===== src/rtl/nic_regfile_pkg.sv =====
package nic_regfile_pkg;
  localparam int DW     = 8;
  localparam int OFS_W  = 4;
  localparam int PAGE_W = 2;
  localparam int IDX_W  = OFS_W + PAGE_W;

  // command byte bit positions
  localparam int CB_START = 1;
  localparam int CB_XMIT  = 2;
  localparam int CB_RRD   = 3;
  localparam int CB_RWR   = 4;

  // interrupt status bit positions
  localparam int IS_TXOK  = 1;
  localparam int IS_DMAOK = 6;

  // register indices {page, offset}
  localparam logic [IDX_W-1:0] IX_RING_LO = 6'h01;
  localparam logic [IDX_W-1:0] IX_RING_HI = 6'h02;
  localparam logic [IDX_W-1:0] IX_BOUND   = 6'h03;
  localparam logic [IDX_W-1:0] IX_XPAGE   = 6'h04; // write: tx page, read: tx status
  localparam logic [IDX_W-1:0] IX_XLEN_L  = 6'h05;
  localparam logic [IDX_W-1:0] IX_XLEN_H  = 6'h06;
  localparam logic [IDX_W-1:0] IX_INTST   = 6'h07;
  localparam logic [IDX_W-1:0] IX_RADR_L  = 6'h08;
  localparam logic [IDX_W-1:0] IX_RADR_H  = 6'h09;
  localparam logic [IDX_W-1:0] IX_RLEN_L  = 6'h0A;
  localparam logic [IDX_W-1:0] IX_RLEN_H  = 6'h0B;
  localparam logic [IDX_W-1:0] IX_DCONF   = 6'h0E;
  localparam logic [IDX_W-1:0] IX_INTMSK  = 6'h0F;
  localparam logic [IDX_W-1:0] IX_STA_FIRST = 6'h11;
  localparam logic [IDX_W-1:0] IX_STA_LAST  = 6'h16;
  localparam logic [IDX_W-1:0] IX_RXPAGE  = 6'h17;
  localparam logic [2:0]       IX_MC_HI3  = 3'b011; // 0x18..0x1F
endpackage


===== src/rtl/nic_page_decode.sv =====
module nic_page_decode
  import nic_regfile_pkg::*;
(
  input  logic [PAGE_W-1:0] page,
  input  logic [OFS_W-1:0]  ofs,
  input  logic              we,
  output logic [IDX_W-1:0]  idx,
  output logic              cmd_sel,
  output logic              wr_cmd,
  output logic              wr_reg
);
  assign cmd_sel = (ofs == '0);
  assign idx     = {page, ofs};
  assign wr_cmd  = we & cmd_sel;
  assign wr_reg  = we & ~cmd_sel;
endmodule


===== src/rtl/nic_cfg_bank.sv =====
module nic_cfg_bank #(
  parameter int BYTES = 6,
  parameter int DW    = 8
) (
  input  logic                     clk,
  input  logic                     rst_n,
  input  logic                     we,
  input  logic [$clog2(BYTES)-1:0] widx,
  input  logic [DW-1:0]            wdata,
  input  logic [$clog2(BYTES)-1:0] ridx,
  output logic [DW-1:0]            rdata
);
  localparam int IW = $clog2(BYTES);

  logic [DW-1:0] mem_q [BYTES];
  logic [DW-1:0] mem_d [BYTES];

  for (genvar g = 0; g < BYTES; g++) begin : g_byte
    always_comb begin
      mem_d[g] = mem_q[g];
      if (we && (widx == IW'(g))) mem_d[g] = wdata;
    end
    always_ff @(posedge clk or negedge rst_n) begin
      if (!rst_n) mem_q[g] <= '0;
      else        mem_q[g] <= mem_d[g];
    end
  end

  always_comb begin
    rdata = '0;
    for (int i = 0; i < BYTES; i++)
      if (ridx == IW'(i)) rdata = mem_q[i];
  end
endmodule


===== src/rtl/nic_isr_ctrl.sv =====
module nic_isr_ctrl #(
  parameter int W = 8
) (
  input  logic         clk,
  input  logic         rst_n,
  input  logic         start_cmd,
  input  logic         clr_en,
  input  logic [W-2:0] clr_mask,
  input  logic [W-2:0] set_vec,
  input  logic         imr_we,
  input  logic [W-1:0] imr_wdata,
  output logic [W-1:0] isr_q,
  output logic         irq
);
  logic [W-1:0] isr_d, imr_q, imr_d;

  always_comb begin
    isr_d = isr_q;
    if (start_cmd) isr_d[W-1] = 1'b0;
    if (clr_en)    isr_d[W-2:0] = isr_d[W-2:0] & ~clr_mask;
    isr_d[W-2:0] = isr_d[W-2:0] | set_vec;
    imr_d = imr_we ? imr_wdata : imr_q;
  end

  always_ff @(posedge clk or negedge rst_n) begin
    if (!rst_n) begin
      isr_q <= {1'b1, {(W-1){1'b0}}};
      imr_q <= '0;
    end else begin
      isr_q <= isr_d;
      imr_q <= imr_d;
    end
  end

  assign irq = |(isr_q & imr_q);

  // the reset-complete bit can only be set by reset
  p_rst_bit_sticky_r9: assert property (@(posedge clk) disable iff (!rst_n)
    !$rose(isr_q[W-1]));

  // a write-1 clear with no concurrent set leaves the bit low
  p_clear_bit0_r9: assert property (@(posedge clk) disable iff (!rst_n)
    (clr_en && clr_mask[0] && !set_vec[0]) |=> !isr_q[0]);

  // a set strobe always lands, even against a clear
  p_set_wins_r11: assert property (@(posedge clk) disable iff (!rst_n)
    set_vec[0] |=> isr_q[0]);

  // with an all-zero mask the line stays low
  p_mask_quiet_r10: assert property (@(posedge clk) disable iff (!rst_n)
    (imr_q == '0) |-> !irq);
endmodule


===== src/rtl/nic_regfile.sv =====
module nic_regfile
  import nic_regfile_pkg::*;
(
  input  logic            clk,
  input  logic            rst_n,
  input  logic [OFS_W-1:0] reg_addr,
  input  logic            reg_we,
  input  logic [DW-1:0]   reg_wdata,
  output logic [DW-1:0]   reg_rdata,
  input  logic [DW-2:0]   ev_status,
  output logic            irq,
  output logic            tx_req,
  output logic [DW-1:0]   tx_page,
  output logic [2*DW-1:0] tx_count,
  output logic [DW-1:0]   ring_start,
  output logic [DW-1:0]   ring_stop,
  output logic [2*DW-1:0] dma_addr,
  output logic [2*DW-1:0] dma_count,
  output logic [DW-1:0]   data_cfg
);
  localparam int STA_BYTES = 6;
  localparam int MC_BYTES  = 8;
  localparam int STA_IW    = $clog2(STA_BYTES);
  localparam int MC_IW     = $clog2(MC_BYTES);

  logic [DW-1:0]   cmd_q, cmd_d, rlo_q, rlo_d, rhi_q, rhi_d, bnd_q, bnd_d;
  logic [DW-1:0]   xpg_q, xpg_d, tst_q, tst_d, dcf_q, dcf_d, rxp_q, rxp_d;
  logic [2*DW-1:0] xln_q, xln_d, rad_q, rad_d, rln_q, rln_d;
  logic            txr_q, txr_d;

  logic [IDX_W-1:0] idx;
  logic             cmd_sel, wr_cmd, wr_reg;
  logic             start_cmd, tx_fire, dma_zero;
  logic [DW-1:0]    isr_q, sta_rd, mc_rd;
  logic [DW-2:0]    set_vec;
  logic             sta_we, mc_we;
  logic [STA_IW-1:0] sta_idx;
  logic [MC_IW-1:0]  mc_idx;

  nic_page_decode u_dec (
    .page(cmd_q[DW-1 -: PAGE_W]), .ofs(reg_addr), .we(reg_we),
    .idx(idx), .cmd_sel(cmd_sel), .wr_cmd(wr_cmd), .wr_reg(wr_reg)
  );

  assign start_cmd = wr_cmd & reg_wdata[CB_START];
  assign tx_fire   = start_cmd & reg_wdata[CB_XMIT];
  assign dma_zero  = start_cmd & (reg_wdata[CB_RRD] | reg_wdata[CB_RWR]) & (rln_q == '0);

  always_comb begin
    set_vec = ev_status;
    set_vec[IS_TXOK]  = ev_status[IS_TXOK] | tx_fire;
    set_vec[IS_DMAOK] = ev_status[IS_DMAOK] | dma_zero;
  end

  nic_isr_ctrl #(.W(DW)) u_isr (
    .clk(clk), .rst_n(rst_n), .start_cmd(start_cmd),
    .clr_en(wr_reg && (idx == IX_INTST)), .clr_mask(reg_wdata[DW-2:0]),
    .set_vec(set_vec), .imr_we(wr_reg && (idx == IX_INTMSK)),
    .imr_wdata(reg_wdata), .isr_q(isr_q), .irq(irq)
  );

  assign sta_we  = wr_reg && (idx >= IX_STA_FIRST) && (idx <= IX_STA_LAST);
  assign mc_we   = wr_reg && (idx[IDX_W-1 -: 3] == IX_MC_HI3);
  assign sta_idx = STA_IW'(reg_addr - OFS_W'(1));
  assign mc_idx  = reg_addr[MC_IW-1:0];

  nic_cfg_bank #(.BYTES(STA_BYTES), .DW(DW)) u_sta (
    .clk(clk), .rst_n(rst_n), .we(sta_we), .widx(sta_idx),
    .wdata(reg_wdata), .ridx(sta_idx), .rdata(sta_rd)
  );

  nic_cfg_bank #(.BYTES(MC_BYTES), .DW(DW)) u_mc (
    .clk(clk), .rst_n(rst_n), .we(mc_we), .widx(mc_idx),
    .wdata(reg_wdata), .ridx(mc_idx), .rdata(mc_rd)
  );

  always_comb begin
    cmd_d = cmd_q; rlo_d = rlo_q; rhi_d = rhi_q; bnd_d = bnd_q;
    xpg_d = xpg_q; tst_d = tst_q; dcf_d = dcf_q; rxp_d = rxp_q;
    xln_d = xln_q; rad_d = rad_q; rln_d = rln_q;
    txr_d = tx_fire;
    if (wr_cmd) cmd_d = reg_wdata;
    if (tx_fire) tst_d = DW'(1);
    if (wr_reg) begin
      case (idx)
        IX_RING_LO: rlo_d = reg_wdata;
        IX_RING_HI: rhi_d = reg_wdata;
        IX_BOUND:   bnd_d = reg_wdata;
        IX_XPAGE:   xpg_d = reg_wdata;
        IX_XLEN_L:  xln_d[DW-1:0]    = reg_wdata;
        IX_XLEN_H:  xln_d[2*DW-1:DW] = reg_wdata;
        IX_RADR_L:  rad_d[DW-1:0]    = reg_wdata;
        IX_RADR_H:  rad_d[2*DW-1:DW] = reg_wdata;
        IX_RLEN_L:  rln_d[DW-1:0]    = reg_wdata;
        IX_RLEN_H:  rln_d[2*DW-1:DW] = reg_wdata;
        IX_DCONF:   dcf_d = reg_wdata;
        IX_RXPAGE:  rxp_d = reg_wdata;
        default: ;
      endcase
    end
  end

  always_ff @(posedge clk or negedge rst_n) begin
    if (!rst_n) begin
      cmd_q <= '0; rlo_q <= '0; rhi_q <= '0; bnd_q <= '0;
      xpg_q <= '0; tst_q <= '0; dcf_q <= '0; rxp_q <= '0;
      xln_q <= '0; rad_q <= '0; rln_q <= '0; txr_q <= 1'b0;
    end else begin
      cmd_q <= cmd_d; rlo_q <= rlo_d; rhi_q <= rhi_d; bnd_q <= bnd_d;
      xpg_q <= xpg_d; tst_q <= tst_d; dcf_q <= dcf_d; rxp_q <= rxp_d;
      xln_q <= xln_d; rad_q <= rad_d; rln_q <= rln_d; txr_q <= txr_d;
    end
  end

  always_comb begin
    reg_rdata = '0;
    if (cmd_sel) reg_rdata = cmd_q;
    else if (idx >= IX_STA_FIRST && idx <= IX_STA_LAST) reg_rdata = sta_rd;
    else if (idx[IDX_W-1 -: 3] == IX_MC_HI3) reg_rdata = mc_rd;
    else begin
      case (idx)
        IX_BOUND:  reg_rdata = bnd_q;
        IX_XPAGE:  reg_rdata = tst_q;
        IX_INTST:  reg_rdata = isr_q;
        IX_RADR_L: reg_rdata = rad_q[DW-1:0];
        IX_RADR_H: reg_rdata = rad_q[2*DW-1:DW];
        IX_RXPAGE: reg_rdata = rxp_q;
        default:   reg_rdata = '0;
      endcase
    end
  end

  assign tx_req     = txr_q;
  assign tx_page    = xpg_q;
  assign tx_count   = xln_q;
  assign ring_start = rlo_q;
  assign ring_stop  = rhi_q;
  assign dma_addr   = rad_q;
  assign dma_count  = rln_q;
  assign data_cfg   = dcf_q;

  // start clears the reset-complete status bit
  p_start_clears_r6: assert property (@(posedge clk) disable iff (!rst_n)
    (wr_cmd && reg_wdata[CB_START]) |=> !isr_q[DW-1]);

  // zero-length remote transfer completes at once
  p_zero_dma_r7: assert property (@(posedge clk) disable iff (!rst_n)
    (wr_cmd && reg_wdata[CB_START] && (reg_wdata[CB_RRD] || reg_wdata[CB_RWR])
     && (dma_count == '0)) |=> isr_q[IS_DMAOK]);

  // request only follows a start+transmit command write
  p_tx_cause_r8: assert property (@(posedge clk) disable iff (!rst_n)
    tx_req |-> $past(reg_we && (reg_addr == '0) && reg_wdata[CB_START] && reg_wdata[CB_XMIT]));

  // transmit completion reported
  p_tx_status_r8: assert property (@(posedge clk) disable iff (!rst_n)
    tx_req |-> isr_q[IS_TXOK]);
endmodule


===== config.mk =====
export PLATFORM = sky130hd
export DESIGN_NAME = nic_regfile
export DESIGN_NICKNAME = d
export VERILOG_FILES = /design/src/rtl/nic_regfile_pkg.sv /design/src/rtl/nic_page_decode.sv /design/src/rtl/nic_cfg_bank.sv /design/src/rtl/nic_isr_ctrl.sv /design/src/rtl/nic_regfile.sv
export SDC_FILE = /design/constraint.sdc
export NUM_CORES = 1
export LEC_CHECK = 0
export CORE_MARGIN = 4
export CORE_UTILIZATION = 39
export CTS_BUF_LIST = sky130_fd_sc_hd__clkbuf_4
export DETAILED_ROUTE_END_ITERATION = 7
export SLEW_MARGIN = 20
export SYNTH_ARGS = -nofsm -noshare
export SYNTH_HDL_FRONTEND = slang
export SYNTH_SLANG_ARGS = --single-unit
export TNS_END_PERCENT = 50

===== constraint.sdc =====
create_clock -name clk -period 3.5 [get_ports clk]
set_input_delay 0.7 -clock clk [delete_from_list [all_inputs] [get_ports clk]]
set_output_delay 0.7 -clock clk [all_outputs]
set_load 0.01 [all_outputs]

Word-level counts from Yosys, hierarchy flattened

Index checks and enable logic that the tools add are counted.

Output and inout port bits: 90
Register bits after elaboration: 234
Logic and storage cells: 132
Input port bits: 22

Reductions and logical operators: 37
Muxes and demuxes: 19
Magnitude comparators: 2
Bitwise gates (word level): 14
Add/sub/neg operators: 1
Equality and inequality tests: 27

Operators by type and width:

| kind                                                                                 | count |
|---|---|
| 8-bit two-way mux                                                                    | 17 |
| 8-bit one-hot mux with 6 select lines                                                | 1 |
| 6-bit by 4-bit == test with 1-bit output (second input constant)                     | 6 |
| 6-bit by 3-bit == test with 1-bit output (second input constant)                     | 4 |
| 2-bit AND reduction                                                                  | 12 |
| 1-bit logical AND                                                                    | 20 |
| 3-bit == test (second input constant)                                                | 6 |
| 16-bit zero test                                                                     | 1 |
| 3-bit by 2-bit == test with 1-bit output (second input constant)                     | 5 |
| 6-bit by 2-bit == test with 1-bit output (second input constant)                     | 2 |
| 8-bit bitwise AND                                                                    | 1 |
| 8-bit OR reduction                                                                   | 1 |
| 7-bit bitwise AND                                                                    | 1 |
| 7-bit two-way mux                                                                    | 1 |
| 7-bit inverter                                                                       | 1 |
| 7-bit OR                                                                             | 1 |
| 1-bit bitwise AND                                                                    | 6 |
| 3-bit by 1-bit == test with 1-bit output (second input constant)                     | 2 |
| 6-bit by 1-bit == test with 1-bit output (second input constant)                     | 1 |
| 6-bit by 5-bit == test with 1-bit output (second input constant)                     | 1 |
| 6-bit by 5-bit greater-or-equal comparator with 1-bit output (second input constant) | 1 |
| 6-bit by 5-bit less-or-equal comparator with 1-bit output (second input constant)    | 1 |
| 3-bit zero test                                                                      | 2 |
| 4-bit zero test                                                                      | 1 |
| other kinds (3)                                                                      | 5 |

Depth between registers and ports, before layout

Word-level depth: 12
Gate-level depth with buffers: 8

Modules after synthesis

From an unflattened synthesis, not the netlist that was laid out.

Cells, all modules: 745
Area, all modules: 10,836.6 um^2

Modules (own cells, without submodules):

| module               | instances | area an instance (um^2) | cells each | seq. area each (um^2) |
|---|---|---|---|---|
| nic_regfile          | 1         | 4,824.6                 | 358        | 2,652.5 |
| nic_cfg_bank (u_mc)  | 1         | 3,032.9                 | 179        | 1,601.5 |
| nic_cfg_bank (u_sta) | 1         | 2,254.7                 | 154        | 1,201.2 |
| nic_isr_ctrl         | 1         | 654.4                   | 45         | 401.6 |
| nic_page_decode      | 1         | 70.1                    | 9          | 0.0 |

Least setup slack after synthesis

OpenSTA, ideal clock, no wires.

Path type: input-to-output
Start: in reg_addr[0]
End: out reg_rdata[1]
Required time: 2.800 ns
Cell stages on the path: 6
Path slack: 0.492 ns
Arrival: 2.308 ns
Cell sequence: clkbuf_1 -> and3_1 -> or3_4 -> buf_6 -> or3_1 -> a32oi_1

Longest elaborated chain between the ends: 12
Elaborated cells between the ends (all ways): 43
Those cells by class: add/sub: 1; order compare: 2; eq/ne: 18; mux: 18; reduce/logical: 4

RTL lines:

| item                                                                                 | line               | source |
|---|---|---|
| start, declared                                                                      | nic_regfile.sv:6   | `input logic [OFS_W-1:0] reg_addr,` |
| branches (longest 11 deep; another with 3-bit by 1-bit subtractor with 3-bit output) | n/a                |  |
| 8-bit two-way mux (*)                                                                | nic_regfile.sv:117 | `if (cmd_sel) reg_rdata = cmd_q;` |
| end, declared                                                                        | nic_regfile.sv:9   | `output logic [DW-1:0] reg_rdata,` |

Mark *: on every way between the ends.

Worst setup path after layout

Start: in reg_addr[2]
End: out reg_rdata[4]

Same word-level chain as after synthesis.

==> flow_summary.html <==
<table>
<tr><th>Metric</th><th>Value</th></tr>
<tr><th colspan="2">Finish</th></tr>
<tr><td>Layout cell share with drive strength beyond 1</td><td>47.8%</td></tr>
<tr><td>Final core occ</td><td>51.9%</td></tr>
<tr><td>Post-Layout Cell Count</td><td>1404</td></tr>
<tr><td>Cell area after layout</td><td>13700 um^2</td></tr>
<tr><td>Final #Nets</td><td>1039</td></tr>
<tr><td>Total of fill cells in the finished design</td><td>2335</td></tr>
<tr><td>Area Overhead vs Synth</td><td>29.8%</td></tr>
<tr><th colspan="2">Setup path</th></tr>
<tr><td>Category of the most critical setup path</td><td>in2out</td></tr>
<tr><td>Data required, critical path</td><td>2.80 ns</td></tr>
<tr><td>Data arrival at the endpoint of the critical path</td><td>2.75 ns</td></tr>
<tr><td>Largest fanout on the critical path</td><td>8</td></tr>
<tr><td>Type of element launching the critical path</td><td>input port</td></tr>
<tr><td>Crit end category</td><td>output pin</td></tr>
<tr><th colspan="2">STA</th></tr>
<tr><td>Setup repair after global routing missed its margin</td><td>no</td></tr>
<tr><td>Worst rel slew slack</td><td>47.4%</td></tr>
<tr><td>Final Slew Violations</td><td>0</td></tr>
<tr><td>TNS Setup</td><td>0 ns</td></tr>
<tr><td>Max frequency</td><td>0.290 GHz</td></tr>
<tr><td>Min cycle time layout</td><td>3.45 ns</td></tr>
<tr><td>Setup-failing EPs final</td><td>0</td></tr>
<tr><td>Share of the clock period used by the worst path after layout</td><td>98.7%</td></tr>
<tr><td>Hold Violations, Final</td><td>0</td></tr>
<tr><td>Worst Max-Slew Pin Slew</td><td>0.787 ns</td></tr>
<tr><td>Clock Skews</td><td>0.0373 ns</td></tr>
<tr><th colspan="2">Clock network</th></tr>
<tr><td>Clock slew at reported path FFs</td><td>0.07 ns</td></tr>
<tr><td>Later-pin clock latency in the skew report</td><td>0.67 ns</td></tr>
<tr><td>Number of buffers added to fix hold violations after cts</td><td>0</td></tr>
<tr><td>Root Driver</td><td>sky130_fd_sc_hd__clkbuf_4</td></tr>
<tr><td>Num CTS Buffers</td><td>67</td></tr>
<tr><td>Clk sinks</td><td>234</td></tr>
<tr><td>Number of levels in the clock H-tree</td><td>3</td></tr>
<tr><td>TritonCTS clock tree</td><td>yes</td></tr>
<tr><td>Clock Path Buffers</td><td>3</td></tr>
<tr><th colspan="2">Global routing</th></tr>
<tr><td>Most Used Layer, Global Route</td><td>met2</td></tr>
<tr><td>Met2 usage</td><td>31.6%</td></tr>
<tr><td>Overall overflow remaining after global route</td><td>0</td></tr>
<tr><td>Met1 track utilization from global routing</td><td>29.7%</td></tr>
<tr><td>First-pass GRT wire length</td><td>47.5 mm</td></tr>
<tr><td>Initial antenna violation count</td><td>1</td></tr>
<tr><td>Pin count of the biggest net entering global routing</td><td>94</td></tr>
<tr><td>Vias in the first global route</td><td>8161</td></tr>
<tr><td>Met3 demand-to-capacity share in global routing</td><td>4.53%</td></tr>
<tr><td>Total Routing Usage GR</td><td>20.6%</td></tr>
<tr><th colspan="2">Drt</th></tr>
<tr><td>Initial DRC Count</td><td>456</td></tr>
<tr><td>Number of nets with antenna violations after routing</td><td>0</td></tr>
<tr><td>Number of detailed-route iterations in the first pass</td><td>7</td></tr>
<tr><td>Detail-routed via count per cell</td><td>5.41</td></tr>
<tr><td>Post-route DRC</td><td>0</td></tr>
<tr><td>Avg WL per Cell</td><td>21.1 um</td></tr>
<tr><td>Routed WL</td><td>29.7 mm</td></tr>
<tr><td>Overall via count from detail_route</td><td>7597</td></tr>
<tr><th colspan="2">Synth</th></tr>
<tr><td>Number of distinct standard cells referenced by the synthesized netlist</td><td>53</td></tr>
<tr><td>Net Count, Synth</td><td>803</td></tr>
<tr><td>Post-synthesis cell type with the largest combined area</td><td>sky130_fd_sc_hd__dfrtp_1</td></tr>
<tr><td>Area share of the largest cell type after synthesis</td><td>55.3%</td></tr>
<tr><td>Mapped Area</td><td>10500 um^2</td></tr>
<tr><td>Most area-consuming cells after synthesis</td><td>sky130_fd_sc_hd__dfrtp_1, sky130_fd_sc_hd__mux2_2, sky130_fd_sc_hd__a221oi_1</td></tr>
<tr><td>Count of flip-flops with a built-in enable after synthesis</td><td>0</td></tr>
<tr><td>Top_reg_cell synth</td><td>sky130_fd_sc_hd__dfrtp_1</td></tr>
<tr><td>Avg Cell Area, Syn</td><td>13.5 um^2</td></tr>
<tr><td>Seq cells post-synth</td><td>234</td></tr>
<tr><td>Synth warn</td><td>0</td></tr>
<tr><td>Proportion of synthesized chip area in sequential cells</td><td>55.5%</td></tr>
<tr><td>Post-synthesis cell count</td><td>781</td></tr>
<tr><td>Post-synth ARST share</td><td>100%</td></tr>
<tr><th colspan="2">Placement</th></tr>
<tr><td>Post-DP HPWL</td><td>20.0 mm</td></tr>
<tr><td>Count of buffers from port buffering</td><td>111</td></tr>
<tr><td>Placed insts</td><td>1284</td></tr>
<tr><td>Final RePlAce weighted congestion</td><td>0.870</td></tr>
<tr><td>Post-Place Cell Area</td><td>12700 um^2</td></tr>
<tr><th colspan="2">Die</th></tr>
<tr><td>IO Count</td><td>112</td></tr>
<tr><td>Area of the die</td><td>29700 um^2</td></tr>
<tr><td>Starting density of the core</td><td>40.0%</td></tr>
<tr><td>Die extent in x</td><td>172 um</td></tr>
<tr><td>Number of rows in the core area</td><td>59</td></tr>
<tr><td>Die Span Y</td><td>172 um</td></tr>
<tr><td>Core ar.</td><td>26400 um^2</td></tr>
<tr><th colspan="2">Pwr</th></tr>
<tr><td>Total power consumption of the routed design</td><td>8.02 mW</td></tr>
<tr><td>Leak pwr</td><td>6.26 nW</td></tr>
<tr><td>Power per Cell Area</td><td>586 nW/um^2</td></tr>
<tr><td>Highest ir drop seen on vdd</td><td>0.326 mV</td></tr>
<tr><th colspan="2">Min path</th></tr>
<tr><td>Min-delay worst type</td><td>in2async</td></tr>
<tr><th colspan="2">Flow run</th></tr>
<tr><td>Max-cap violations</td><td>0</td></tr>
<tr><th colspan="2">Outcome</th></tr>
<tr><td>Result of the run</td><td>finished clean</td></tr>
</table>
[worst paths after layout]
kind	startpoint	endpoint	slack, ns	cells after the start
max	reg_addr[2]	reg_rdata[4]	0.05	8
min	rst_n	u_sta.mem_q[5]$_DFFE_PN0P_	0.04	1
max reg2reg	cmd_q[7]$_DFFE_PN0P_	u_mc.mem_q[22]$_DFFE_PN0P_	1.15	8
min reg2reg	tst_q[0]$_DFFE_PN0P_	tst_q[0]$_DFFE_PN0P_	0.49	1
max in group asynchronous	rst_n	u_mc.mem_q[45]$_DFFE_PN0P_	2.50	2
min in group clk	tst_q[0]$_DFFE_PN0P_	tst_q[0]$_DFFE_PN0P_	0.49	1
[Yosys cell counts (all sizes together), types with 4 or more instances]
cell     number
nand3        12
buf          15
o2bb2ai       4
a22oi         6
mux2i        16
a221oi       20
and3          5
a21oi         8
o21ai        14
a31oi         6
nor4          7
nor3         19
o22ai         8
or3           5
nand2        28
nand4         6
mux2        249
nor2b         6
nand2b        5
dfrtp       233
nor2         25
clkbuf       40
a21o          8
[worst max-delay path: stages]
cell and delay [ns]:
sky130_fd_sc_hd__clkdlybuf4s50_1 0.45, sky130_fd_sc_hd__buf_4 0.17, sky130_fd_sc_hd__buf_4 0.14, sky130_fd_sc_hd__buf_4 0.17
sky130_fd_sc_hd__mux2_2 0.37, sky130_fd_sc_hd__a221oi_2 0.28, sky130_fd_sc_hd__a31oi_2 0.15, sky130_fd_sc_hd__dlygate4sd2_1 0.31
[layer usage]
metal | share of wire [%] | vias to the layer above
met4 | 1.5 | 0
met3 | 5.3 | 32
li1 | - | 3411
met1 | 47 | 3959
met2 | 46 | 195
met5 | 0 | -
[registers in the layout, summed over array words and instances, names as in the netlist, 16 cells and up]
register     flops
dma_count       16
u_mc.mem_q      64
u_sta.mem_q     48
tx_count        16
dma_addr        16
[where the power goes]
part / switching (mW) / total [mW] / internal, mW
Sequential: 0.307 / 3.56 / 3.25
Combinational: 0.761 / 1.85 / 1.09
Clock: 1.18 / 2.61 / 1.43
[kinds of logic after synthesis]
kind of cell | Yosys count | share of synthesized area [%]
AO/OA/AOI/OAI | 94 | 6.53
multiplexers | 266 | 28.3
buffers and inverters | 59 | 2.34
AND/OR/NAND/NOR | 128 | 7.27
flip-flops | 234 | 55.5
[area by class of cell]
cell class	count	area, um^2	area share (%)
antenna	1	2.50	0.0183
clock buffer	97	728	5.32
clock inverter	23	153	1.12
inverter	4	15.0	0.110
multi-input combinational	488	4530	33.1
sequential	234	5860	42.8
tap	335	419	3.06
timing repair buffer	222	1970	14.4
[metrics by stage]
step / worst slack, ns / hold slack, ns
after detailed placement: -0.462 / 0.478
after global placement: -0.437 / 0.478
final: 0.0471 / 0.0442
after global routing: 0.00466 / 0.0592
after floorplan: 0.492 / 0.404
after CTS: -0.00552 / 0.0653
[cell usage in the layout (no fill, tap or decap), types with 3 or more instances in the layout]
| master | n |
|---|---|
| sky130_fd_sc_hd__a21o_1 | 8 |
| sky130_fd_sc_hd__a21oi_1 | 7 |
| sky130_fd_sc_hd__a221oi_1 | 16 |
| sky130_fd_sc_hd__a221oi_2 | 4 |
| sky130_fd_sc_hd__a22oi_1 | 6 |
| sky130_fd_sc_hd__a31oi_1 | 4 |
| sky130_fd_sc_hd__and3_1 | 5 |
| sky130_fd_sc_hd__buf_12 | 4 |
| sky130_fd_sc_hd__buf_2 | 4 |
| sky130_fd_sc_hd__buf_4 | 107 |
| sky130_fd_sc_hd__clkbuf_4 | 97 |
| sky130_fd_sc_hd__clkdlybuf4s50_1 | 99 |
| sky130_fd_sc_hd__clkinv_1 | 17 |
| sky130_fd_sc_hd__dfrtp_1 | 233 |
| sky130_fd_sc_hd__inv_1 | 3 |
| sky130_fd_sc_hd__mux2_2 | 249 |
| sky130_fd_sc_hd__mux2i_1 | 16 |
| sky130_fd_sc_hd__nand2_1 | 28 |
| sky130_fd_sc_hd__nand2b_1 | 5 |
| sky130_fd_sc_hd__nand3_1 | 12 |
| sky130_fd_sc_hd__nand4_1 | 6 |
| sky130_fd_sc_hd__nor2_1 | 24 |
| sky130_fd_sc_hd__nor2b_1 | 5 |
| sky130_fd_sc_hd__nor3_1 | 5 |
| sky130_fd_sc_hd__nor3_2 | 10 |
| sky130_fd_sc_hd__nor3_4 | 4 |
| sky130_fd_sc_hd__nor4_1 | 5 |
| sky130_fd_sc_hd__o21ai_0 | 14 |
| sky130_fd_sc_hd__o221ai_1 | 3 |
| sky130_fd_sc_hd__o22ai_1 | 7 |
| sky130_fd_sc_hd__o2bb2ai_1 | 3 |
| sky130_fd_sc_hd__or3_1 | 3 |
[repair_timing]
item                                    CTS  global route
pin swaps                                 4             4
buffers inserted                          0             0
endpoints found under the setup margin    8             6
gates cloned                              0             0
resized for setup                        36             7
No activity file was read; power rests on OpenSTA's default activity.
